## config.mk

```make
export PLATFORM = sky130hd
export DESIGN_NAME = audio_fifo_bridge
export DESIGN_NICKNAME = d
export VERILOG_FILES = /design/src/rtl/glue_pkg.sv /design/src/rtl/glue_byte_fifo.sv /design/src/rtl/glue_cap_packer.sv /design/src/rtl/glue_play_unpacker.sv /design/src/rtl/glue_event_unit.sv /design/src/rtl/audio_fifo_bridge.sv
export SDC_FILE = /design/constraint.sdc
export NUM_CORES = 2
export LEC_CHECK = 0
export CORE_UTILIZATION = 49
export DETAILED_ROUTE_END_ITERATION = 12
export PLACE_DENSITY = 0.61
export SLEW_MARGIN = 25
export SYNTH_ARGS = -nofsm -noshare
export SYNTH_HDL_FRONTEND = slang
export SYNTH_SLANG_ARGS = --single-unit
export TNS_END_PERCENT = 5
```

## constraint.sdc

```tcl
create_clock -name clk -period 8.2 [get_ports clk]
set_input_delay 2.05 -clock clk [delete_from_list [all_inputs] [get_ports clk]]
set_output_delay 2.05 -clock clk [all_outputs]
set_load 0.005 [all_outputs]
```

## src/rtl/glue_pkg.sv

```systemverilog
package glue_pkg;
  localparam logic [2:0] A_IDENT  = 3'd0;
  localparam logic [2:0] A_CTRL   = 3'd1;
  localparam logic [2:0] A_EVENTS = 3'd2;
  localparam logic [2:0] A_STATUS = 3'd3;
  localparam logic [2:0] A_DATA   = 3'd4;
  localparam logic [2:0] A_CMD    = 3'd5;

  localparam int B_GIE   = 7;
  localparam int B_REQ   = 6;
  localparam int B_WIDE  = 3;
  localparam int B_CMDON = 2;
  localparam int B_DATON = 0;

  localparam int NUM_EV      = 4;
  localparam int EV_IN_HALF  = 0;
  localparam int EV_OUT_HALF = 1;
  localparam int EV_CMD_MT   = 2;
  localparam int EV_OUT_MT   = 3;

  // condition values right after a clear: all FIFOs empty
  localparam logic [NUM_EV-1:0] COND_AT_CLEAR = 4'b1110;
endpackage

```

## src/rtl/glue_byte_fifo.sv

```systemverilog
module glue_byte_fifo #(
  parameter int DEPTH = 128,
  parameter int WIDTH = 8
) (
  input  logic             clk,
  input  logic             rst_n,
  input  logic             flush,
  input  logic             push,
  input  logic [WIDTH-1:0] din,
  input  logic             pop,
  output logic [WIDTH-1:0] dout,
  output logic             full,
  output logic             empty,
  output logic             half
);
  localparam int AW   = (DEPTH > 1) ? $clog2(DEPTH) : 1;
  localparam int CW   = $clog2(DEPTH + 1);
  localparam int HALF = DEPTH / 2;

  logic [AW-1:0]    wr_q, wr_d, rd_q, rd_d;
  logic [CW-1:0]    cnt_q, cnt_d;
  logic [WIDTH-1:0] last_q, last_d;
  logic [WIDTH-1:0] mem [DEPTH];
  logic             do_push, do_pop;

  function automatic logic [AW-1:0] bump(input logic [AW-1:0] p);
    return (p == AW'(DEPTH - 1)) ? '0 : p + 1'b1;
  endfunction

  assign full    = (cnt_q == CW'(DEPTH));
  assign empty   = (cnt_q == '0);
  assign half    = (cnt_q >= CW'(HALF));
  assign do_push = push & ~full;
  assign do_pop  = pop & ~empty;
  assign dout    = empty ? last_q : mem[rd_q];

  always_comb begin
    wr_d   = wr_q;
    rd_d   = rd_q;
    cnt_d  = cnt_q;
    last_d = last_q;
    if (flush) begin
      wr_d   = '0;
      rd_d   = '0;
      cnt_d  = '0;
      last_d = '0;
    end else begin
      if (do_push) wr_d = bump(wr_q);
      if (do_pop) begin
        rd_d   = bump(rd_q);
        last_d = mem[rd_q];
      end
      case ({do_push, do_pop})
        2'b10:   cnt_d = cnt_q + 1'b1;
        2'b01:   cnt_d = cnt_q - 1'b1;
        default: cnt_d = cnt_q;
      endcase
    end
  end

  always_ff @(posedge clk or negedge rst_n) begin
    if (!rst_n) begin
      wr_q   <= '0;
      rd_q   <= '0;
      cnt_q  <= '0;
      last_q <= '0;
    end else begin
      wr_q   <= wr_d;
      rd_q   <= rd_d;
      cnt_q  <= cnt_d;
      last_q <= last_d;
    end
  end

  always_ff @(posedge clk) begin
    if (do_push && !flush) mem[wr_q] <= din;
  end

  AST_FIFO_BOUND: assert property (@(posedge clk) disable iff (!rst_n)
    cnt_q <= CW'(DEPTH)) else $error("fifo level above depth");
  AST_FULL_DROP: assert property (@(posedge clk) disable iff (!rst_n)
    (full && push && !pop && !flush) |=> (full && $stable(cnt_q))) else $error("push into full fifo changed it");
  AST_EMPTY_POP: assert property (@(posedge clk) disable iff (!rst_n)
    (empty && pop && !push && !flush) |=> (empty && $stable(dout))) else $error("pop of empty fifo changed it");
endmodule

```

## src/rtl/glue_cap_packer.sv

```systemverilog
module glue_cap_packer (
  input  logic        clk,
  input  logic        rst_n,
  input  logic        flush,
  input  logic        tick,
  input  logic        en,
  input  logic        wide,
  input  logic [15:0] sample,
  output logic        push_o,
  output logic [7:0]  byte_o
);
  logic       pend_q, pend_d;
  logic [7:0] lo_q, lo_d;
  logic       take;

  assign take = tick & en & ~pend_q;

  always_comb begin
    pend_d = 1'b0;
    lo_d   = lo_q;
    push_o = 1'b0;
    byte_o = 8'h00;
    if (pend_q) begin
      push_o = 1'b1;
      byte_o = lo_q;
    end else if (take) begin
      push_o = 1'b1;
      byte_o = wide ? sample[15:8] : sample[7:0];
      if (wide) begin
        pend_d = 1'b1;
        lo_d   = sample[7:0];
      end
    end
    if (flush) pend_d = 1'b0;
  end

  always_ff @(posedge clk or negedge rst_n) begin
    if (!rst_n) begin
      pend_q <= 1'b0;
      lo_q   <= 8'h00;
    end else begin
      pend_q <= pend_d;
      lo_q   <= lo_d;
    end
  end

  AST_PAIR_SECOND: assert property (@(posedge clk) disable iff (!rst_n)
    (tick && en && wide && !pend_q && !flush) |=> push_o) else $error("second byte not pushed");
endmodule

```

## src/rtl/glue_play_unpacker.sv

```systemverilog
module glue_play_unpacker (
  input  logic        clk,
  input  logic        rst_n,
  input  logic        flush,
  input  logic        tick,
  input  logic        en,
  input  logic        wide,
  input  logic [7:0]  head,
  output logic        pop_o,
  output logic [15:0] sample_o,
  output logic        valid_o
);
  logic        pend_q, pend_d;
  logic [7:0]  hi_q, hi_d;
  logic [15:0] smp_q, smp_d;
  logic        vld_d;
  logic        take;

  assign take     = tick & en & ~pend_q;
  assign pop_o    = pend_q | take;
  assign sample_o = smp_q;

  always_comb begin
    pend_d = 1'b0;
    hi_d   = hi_q;
    smp_d  = smp_q;
    vld_d  = 1'b0;
    if (pend_q) begin
      smp_d = {hi_q, head};
      vld_d = 1'b1;
    end else if (take) begin
      if (wide) begin
        hi_d   = head;
        pend_d = 1'b1;
      end else begin
        smp_d = {8'h00, head};
        vld_d = 1'b1;
      end
    end
    if (flush) begin
      pend_d = 1'b0;
      smp_d  = '0;
      vld_d  = 1'b0;
    end
  end

  always_ff @(posedge clk or negedge rst_n) begin
    if (!rst_n) begin
      pend_q  <= 1'b0;
      hi_q    <= 8'h00;
      smp_q   <= '0;
      valid_o <= 1'b0;
    end else begin
      pend_q  <= pend_d;
      hi_q    <= hi_d;
      smp_q   <= smp_d;
      valid_o <= vld_d;
    end
  end

  AST_VALID_FROM_POP: assert property (@(posedge clk) disable iff (!rst_n)
    (pop_o && !flush && !(tick && en && wide && !pend_q)) |=> valid_o) else $error("sample not released");
endmodule

```

## src/rtl/glue_event_unit.sv

```systemverilog
module glue_event_unit #(
  parameter int                 NEV      = 4,
  parameter logic [NEV-1:0]     RST_COND = '0
) (
  input  logic           clk,
  input  logic           rst_n,
  input  logic           flush,
  input  logic [NEV-1:0] cond,
  input  logic           clr_we,
  input  logic [NEV-1:0] clr_bits,
  input  logic [NEV-1:0] enable,
  output logic [NEV-1:0] evt,
  output logic           req
);
  logic [NEV-1:0] evt_d, cond_q, cond_d;

  assign req = |(evt & enable);

  for (genvar i = 0; i < NEV; i++) begin : g_ev
    always_comb begin
      if (flush) begin
        evt_d[i]  = 1'b0;
        cond_d[i] = RST_COND[i];
      end else begin
        evt_d[i]  = (cond[i] & ~cond_q[i]) |
                    (evt[i] & ~(clr_we & clr_bits[i] & ~cond[i]));
        cond_d[i] = cond[i];
      end
    end

    AST_EVT_HOLD: assert property (@(posedge clk) disable iff (!rst_n)
      (evt[i] && cond[i] && !flush) |=> evt[i]) else $error("event dropped while condition held");
  end

  always_ff @(posedge clk or negedge rst_n) begin
    if (!rst_n) begin
      evt    <= '0;
      cond_q <= RST_COND;
    end else begin
      evt    <= evt_d;
      cond_q <= cond_d;
    end
  end
endmodule

```

## src/rtl/audio_fifo_bridge.sv

```systemverilog
module audio_fifo_bridge
  import glue_pkg::*;
#(
  parameter int         DEPTH    = 128,
  parameter logic [7:0] ID_VALUE = 8'hA7
) (
  input  logic        clk,
  input  logic        rst_n,
  input  logic [2:0]  bus_addr,
  input  logic        bus_wr,
  input  logic        bus_rd,
  input  logic [7:0]  bus_wdata,
  output logic [7:0]  bus_rdata,
  input  logic        smp_tick,
  input  logic [15:0] cap_sample,
  output logic [15:0] play_sample,
  output logic        play_valid,
  output logic [7:0]  cmd_data,
  output logic        cmd_valid,
  input  logic        cmd_ready,
  output logic        irq
);
  logic soft_clr;
  logic gie_q, gie_d, wide_q, wide_d, cmdon_q, cmdon_d, daton_q, daton_d;
  logic [NUM_EV-1:0] ien_q, ien_d, evt, cond;
  logic req;

  logic       cap_push, cap_pop, cap_full, cap_empty, cap_half;
  logic [7:0] cap_byte, cap_dout;
  logic       out_push, out_pop, out_full, out_empty, out_half;
  logic [7:0] out_dout;
  logic       cmd_push, cmd_pop, cmd_full, cmd_empty, cmd_half;

  assign soft_clr = bus_wr && (bus_addr == A_IDENT);
  assign out_push = bus_wr && (bus_addr == A_DATA);
  assign cmd_push = bus_wr && (bus_addr == A_CMD);
  assign cap_pop  = bus_rd && (bus_addr == A_DATA);

  // control/status and interrupt-enable next state
  always_comb begin
    gie_d   = gie_q;
    wide_d  = wide_q;
    cmdon_d = cmdon_q;
    daton_d = daton_q;
    ien_d   = ien_q;
    if (soft_clr) begin
      gie_d   = 1'b0;
      wide_d  = 1'b0;
      cmdon_d = 1'b0;
      daton_d = 1'b0;
      ien_d   = '0;
    end else if (bus_wr && bus_addr == A_CTRL) begin
      gie_d   = bus_wdata[B_GIE];
      wide_d  = bus_wdata[B_WIDE];
      cmdon_d = bus_wdata[B_CMDON];
      daton_d = bus_wdata[B_DATON];
    end else if (bus_wr && bus_addr == A_EVENTS) begin
      ien_d = bus_wdata[2*NUM_EV-1:NUM_EV];
    end
  end

  always_ff @(posedge clk or negedge rst_n) begin
    if (!rst_n) begin
      gie_q   <= 1'b0;
      wide_q  <= 1'b0;
      cmdon_q <= 1'b0;
      daton_q <= 1'b0;
      ien_q   <= '0;
    end else begin
      gie_q   <= gie_d;
      wide_q  <= wide_d;
      cmdon_q <= cmdon_d;
      daton_q <= daton_d;
      ien_q   <= ien_d;
    end
  end

  glue_byte_fifo #(.DEPTH(DEPTH), .WIDTH(8)) u_cap_fifo (
    .clk(clk), .rst_n(rst_n), .flush(soft_clr),
    .push(cap_push), .din(cap_byte), .pop(cap_pop),
    .dout(cap_dout), .full(cap_full), .empty(cap_empty), .half(cap_half));

  glue_byte_fifo #(.DEPTH(DEPTH), .WIDTH(8)) u_out_fifo (
    .clk(clk), .rst_n(rst_n), .flush(soft_clr),
    .push(out_push), .din(bus_wdata), .pop(out_pop),
    .dout(out_dout), .full(out_full), .empty(out_empty), .half(out_half));

  glue_byte_fifo #(.DEPTH(DEPTH), .WIDTH(8)) u_cmd_fifo (
    .clk(clk), .rst_n(rst_n), .flush(soft_clr),
    .push(cmd_push), .din(bus_wdata), .pop(cmd_pop),
    .dout(cmd_data), .full(cmd_full), .empty(cmd_empty), .half(cmd_half));

  glue_cap_packer u_packer (
    .clk(clk), .rst_n(rst_n), .flush(soft_clr),
    .tick(smp_tick), .en(daton_q), .wide(wide_q), .sample(cap_sample),
    .push_o(cap_push), .byte_o(cap_byte));

  glue_play_unpacker u_unpacker (
    .clk(clk), .rst_n(rst_n), .flush(soft_clr),
    .tick(smp_tick), .en(daton_q), .wide(wide_q), .head(out_dout),
    .pop_o(out_pop), .sample_o(play_sample), .valid_o(play_valid));

  assign cmd_valid = cmdon_q & ~cmd_empty;
  assign cmd_pop   = cmd_valid & cmd_ready;

  always_comb begin
    cond              = '0;
    cond[EV_IN_HALF]  = cap_half;
    cond[EV_OUT_HALF] = ~out_half;
    cond[EV_CMD_MT]   = cmd_empty;
    cond[EV_OUT_MT]   = out_empty;
  end

  glue_event_unit #(.NEV(NUM_EV), .RST_COND(COND_AT_CLEAR)) u_events (
    .clk(clk), .rst_n(rst_n), .flush(soft_clr), .cond(cond),
    .clr_we(bus_wr && bus_addr == A_EVENTS), .clr_bits(bus_wdata[NUM_EV-1:0]),
    .enable(ien_q), .evt(evt), .req(req));

  assign irq = gie_q & req;

  always_comb begin
    case (bus_addr)
      A_IDENT:  bus_rdata = ID_VALUE;
      A_CTRL:   bus_rdata = {gie_q, req, 2'b00, wide_q, cmdon_q, 1'b0, daton_q};
      A_EVENTS: bus_rdata = {ien_q, evt};
      A_STATUS: bus_rdata = {2'b00, cmd_full, cmd_empty, out_full, out_empty, cap_full, cap_empty};
      A_DATA:   bus_rdata = cap_dout;
      default:  bus_rdata = 8'h00;
    endcase
  end

  AST_CMD_HOLD: assert property (@(posedge clk) disable iff (!rst_n)
    (cmd_valid && !cmd_ready && !soft_clr && !(bus_wr && bus_addr == A_CTRL))
      |=> (cmd_valid && $stable(cmd_data))) else $error("command byte not held");
  AST_CMD_LEVEL: assert property (@(posedge clk) disable iff (!rst_n)
    cmd_half |-> !cmd_empty) else $error("control fifo level flags disagree");
endmodule

```

==> results.cfg <==
[run_status]
status = finished clean

[worst_setup_path]
slowest_stage = dfrtp_4
critical-path-top-delay-family = multiplexers
crit_path_frequent_cell = mux4_2
critPathCaptureType = output pin
worstPathRequired_ps = 6150
slowest_delay_ps = 960
path_max_fanout = 41
crit_buf_inv = 3
crit_arrival_ps = 5340
crit_path_cell_trace = buf_12 > mux4_2 > mux4_2 > inv_1 > o22ai_1 > a21oi_1 > nand3_1 > mux2_2 > clkdlybuf4s50_1
start_kind = flop
regToRegSetupSlack_ps = 3280
worstSetupPathType = reg2out

[cts]
cts_root_buffer = clkbuf_16
clock_path_buffers = 4
cts_tree = built
cts_num_sinks = 3213
cts.htree.levels = 5
hold_buffers = 0
ctsResizeCount = 0
clk_pin_slew_ps = 60
insertion_delay_ps = 1000
post_cts_buffers = 0
cts_buffers = 344

[timing]
worstMarginPinSlew_ps = 1100
hold_viol = 0
hold_slack_ps = 483
tns_ps = 0
setup_slack_ps = 809
clock_skew_ps = 77.3
slew_headroom = 0.267
slew_viol_final = 0
fin_crit_sh = 0.901
fmax_mhz = 135
setup_viol = 0
rsz0062_at_grt = no
period_needed_ps = 7390

[route]
num_vias = 61400
dr.first_iter.drc_count = 6839
firstDrtPassIters = 6
wirelength_um = 299000
drt-vias-per-instance = 6.13
post_drt_wl_per_cell_um = 29.9
wl_met3_um = 19000
drc = 0
drt-met1-wl_um = 126000
ant_nets = 0
top_layer = met4
dr_wl_met2_um = 146000

[hold_path]
hold_path.class = reg2reg

[floorplanning]
core_area_um2 = 257000
initial_core_util = 0.493
io_pins = 68
dieArea_um2 = 260000
die_w_um = 510
rows = 186
dieHeight_um = 510

[cells_and_area]
nFillCells = 19400
final_cell_mix = edfxtp_1, mux4_2, nor2_1
area_growth_syn_to_layout_pct = 12.4
final_common_cell = edfxtp_1
multi_input_area_um2 = 29100
layout.nets = 6427
fin_area_um2 = 142000
final-seq-area_um2 = 95800
fin_cells = 10000
drive_gt1_frac = 0.231

[global_routing]
grt_pass1_vias = 61900
grt_first_pass_wirelength_um = 435000
gr-usage-all-layers = 0.231
antenna_found_initial = 3
gr-total-overflow = 0
grt_max_degree = 182

[synth]
yosys_warnings = 0
async_reset_ff_frac = 0.0439
syn_area_um2 = 127000
yosysSeqAreaShare = 0.757
synth_nets = 6246
synth_seq_cells = 3213
synth.distinct_cells = 72
synth-edff-count = 3072
synthFlopType = edfxtp_1
syn_area_per_cell_um2 = 20.5
syn_inst = 6189

[power_and_ir_drop]
p_per_area_nw_per_um2 = 302
p_leak_nw = 44.6
ir_drop_uv = 249

[place]
place_area_um2 = 131000
dp.cells = 9405
io_buffers = 67
dp_slack_ps = 1150
hpwl_um = 178000
place_congestion = 0.825

[job]
drv_cap = 0
[synthesized netlist by cell type (22+ instances only)]
cell,count,area share
nor2b_1,42,0.0021
buf_1,37,0.0011
nand3_1,70,0.0028
mux4_2,818,0.15
ha_1,22,0.0022
and3_1,22,0.0011
clkbuf_1,181,0.0054
buf_4,42,0.0025
nor2_1,539,0.016
buf_6,22,0.0020
a22oi_1,53,0.0031
nand2_1,189,0.0056
nor3_1,31,0.0012
dfrtp_1,138,0.027
o22ai_1,43,0.0021
a21oi_1,101,0.0040
a211oi_1,24,0.0014
edfxtp_1,3072,0.73
mux2i_1,164,0.013
inv_1,32,0.00095
buf_2,78,0.0031
mux2_2,57,0.0051
o21ai_0,95,0.0038
[per-layer routing]
layer,vias to the layer above,GRT usage
met5,-,0
met4,0,0.0645
met3,439,0.0368
met2,2195,0.368
met1,32800,0.332
li1,25900,-
[tightest hold or removal path, stage by stage, from the launching register on]
cell	delay (ps)
dfrtp_1	350
nand2_1	50
o21ai_0	60
[power by group]
part | internal, mW | switching (mW) | total, mW
Clock | 8.91 | 6.20 | 15.1
Sequential | 18.2 | 0.521 | 18.7
Combinational | 4.28 | 4.89 | 9.17
[layout make-up]
class	count	share of cell area
Sequential cell	3213	0.673
Timing Repair Buffer	195	0.0150
Antenna cell	2	0.0000352
Clock inverter	168	0.0118
Multi-Input combinational cell	2582	0.204
Inverter	34	0.000897
Clock buffer	439	0.0647
Tap cell	3384	0.0298
[worst paths after layout]
check | start | to | depth (start not counted)
max | u_cmd_fifo.rd_q[0]$_DFFE_PN0P_ | cmd_data[1] | 9
min | gie_q$_DFFE_PN0P_ | gie_q$_DFFE_PN0P_ | 2
max reg2reg | u_out_fifo.cnt_q[0]$_DFFE_PN0P_ | u_out_fifo.cnt_q[7]$_DFFE_PN0P_ | 12
min reg2reg | gie_q$_DFFE_PN0P_ | gie_q$_DFFE_PN0P_ | 2
max in group asynchronous | rst_n | u_out_fifo.rd_q[0]$_DFFE_PN0P_ | 3
min in group asynchronous | rst_n | u_cmd_fifo.rd_q[3]$_DFFE_PN0P_ | 1
[registers in the layout (all words and copies together) (netlist names), 16 cells and up]
signal / flops
u_cap_fifo.mem: 1024
u_cmd_fifo.mem: 1024
u_out_fifo.mem: 1024
u_unpacker.sample_o: 16
[through the flow]
step / util / power, mW
floorplan: - / 25.3
global placement: 0.511 / 28.3
detailed placement: 0.511 / 28.4
CTS: 0.553 / 43.4
global route: 0.554 / 44.4
finish: 0.554 / 43.0
[kinds of logic (layout without fill, tap and decap cells)]
group | Yosys count | in the layout | share of synthesized area
other | 0 | 2 | 0
flip-flops | 3213 | 3213 | 0.757
adder cells (fa/ha/maj) | 24 | 24 | 0.00249
AND/OR/NAND/NOR | 993 | 993 | 0.0342
multiplexers | 1039 | 1039 | 0.164
AO/OA/AOI/OAI | 495 | 495 | 0.0261
buffers and inverters | 394 | 836 | 0.0150
XOR/XNOR | 31 | 31 | 0.00214
No activity file was read; power rests on OpenSTA's default activity.
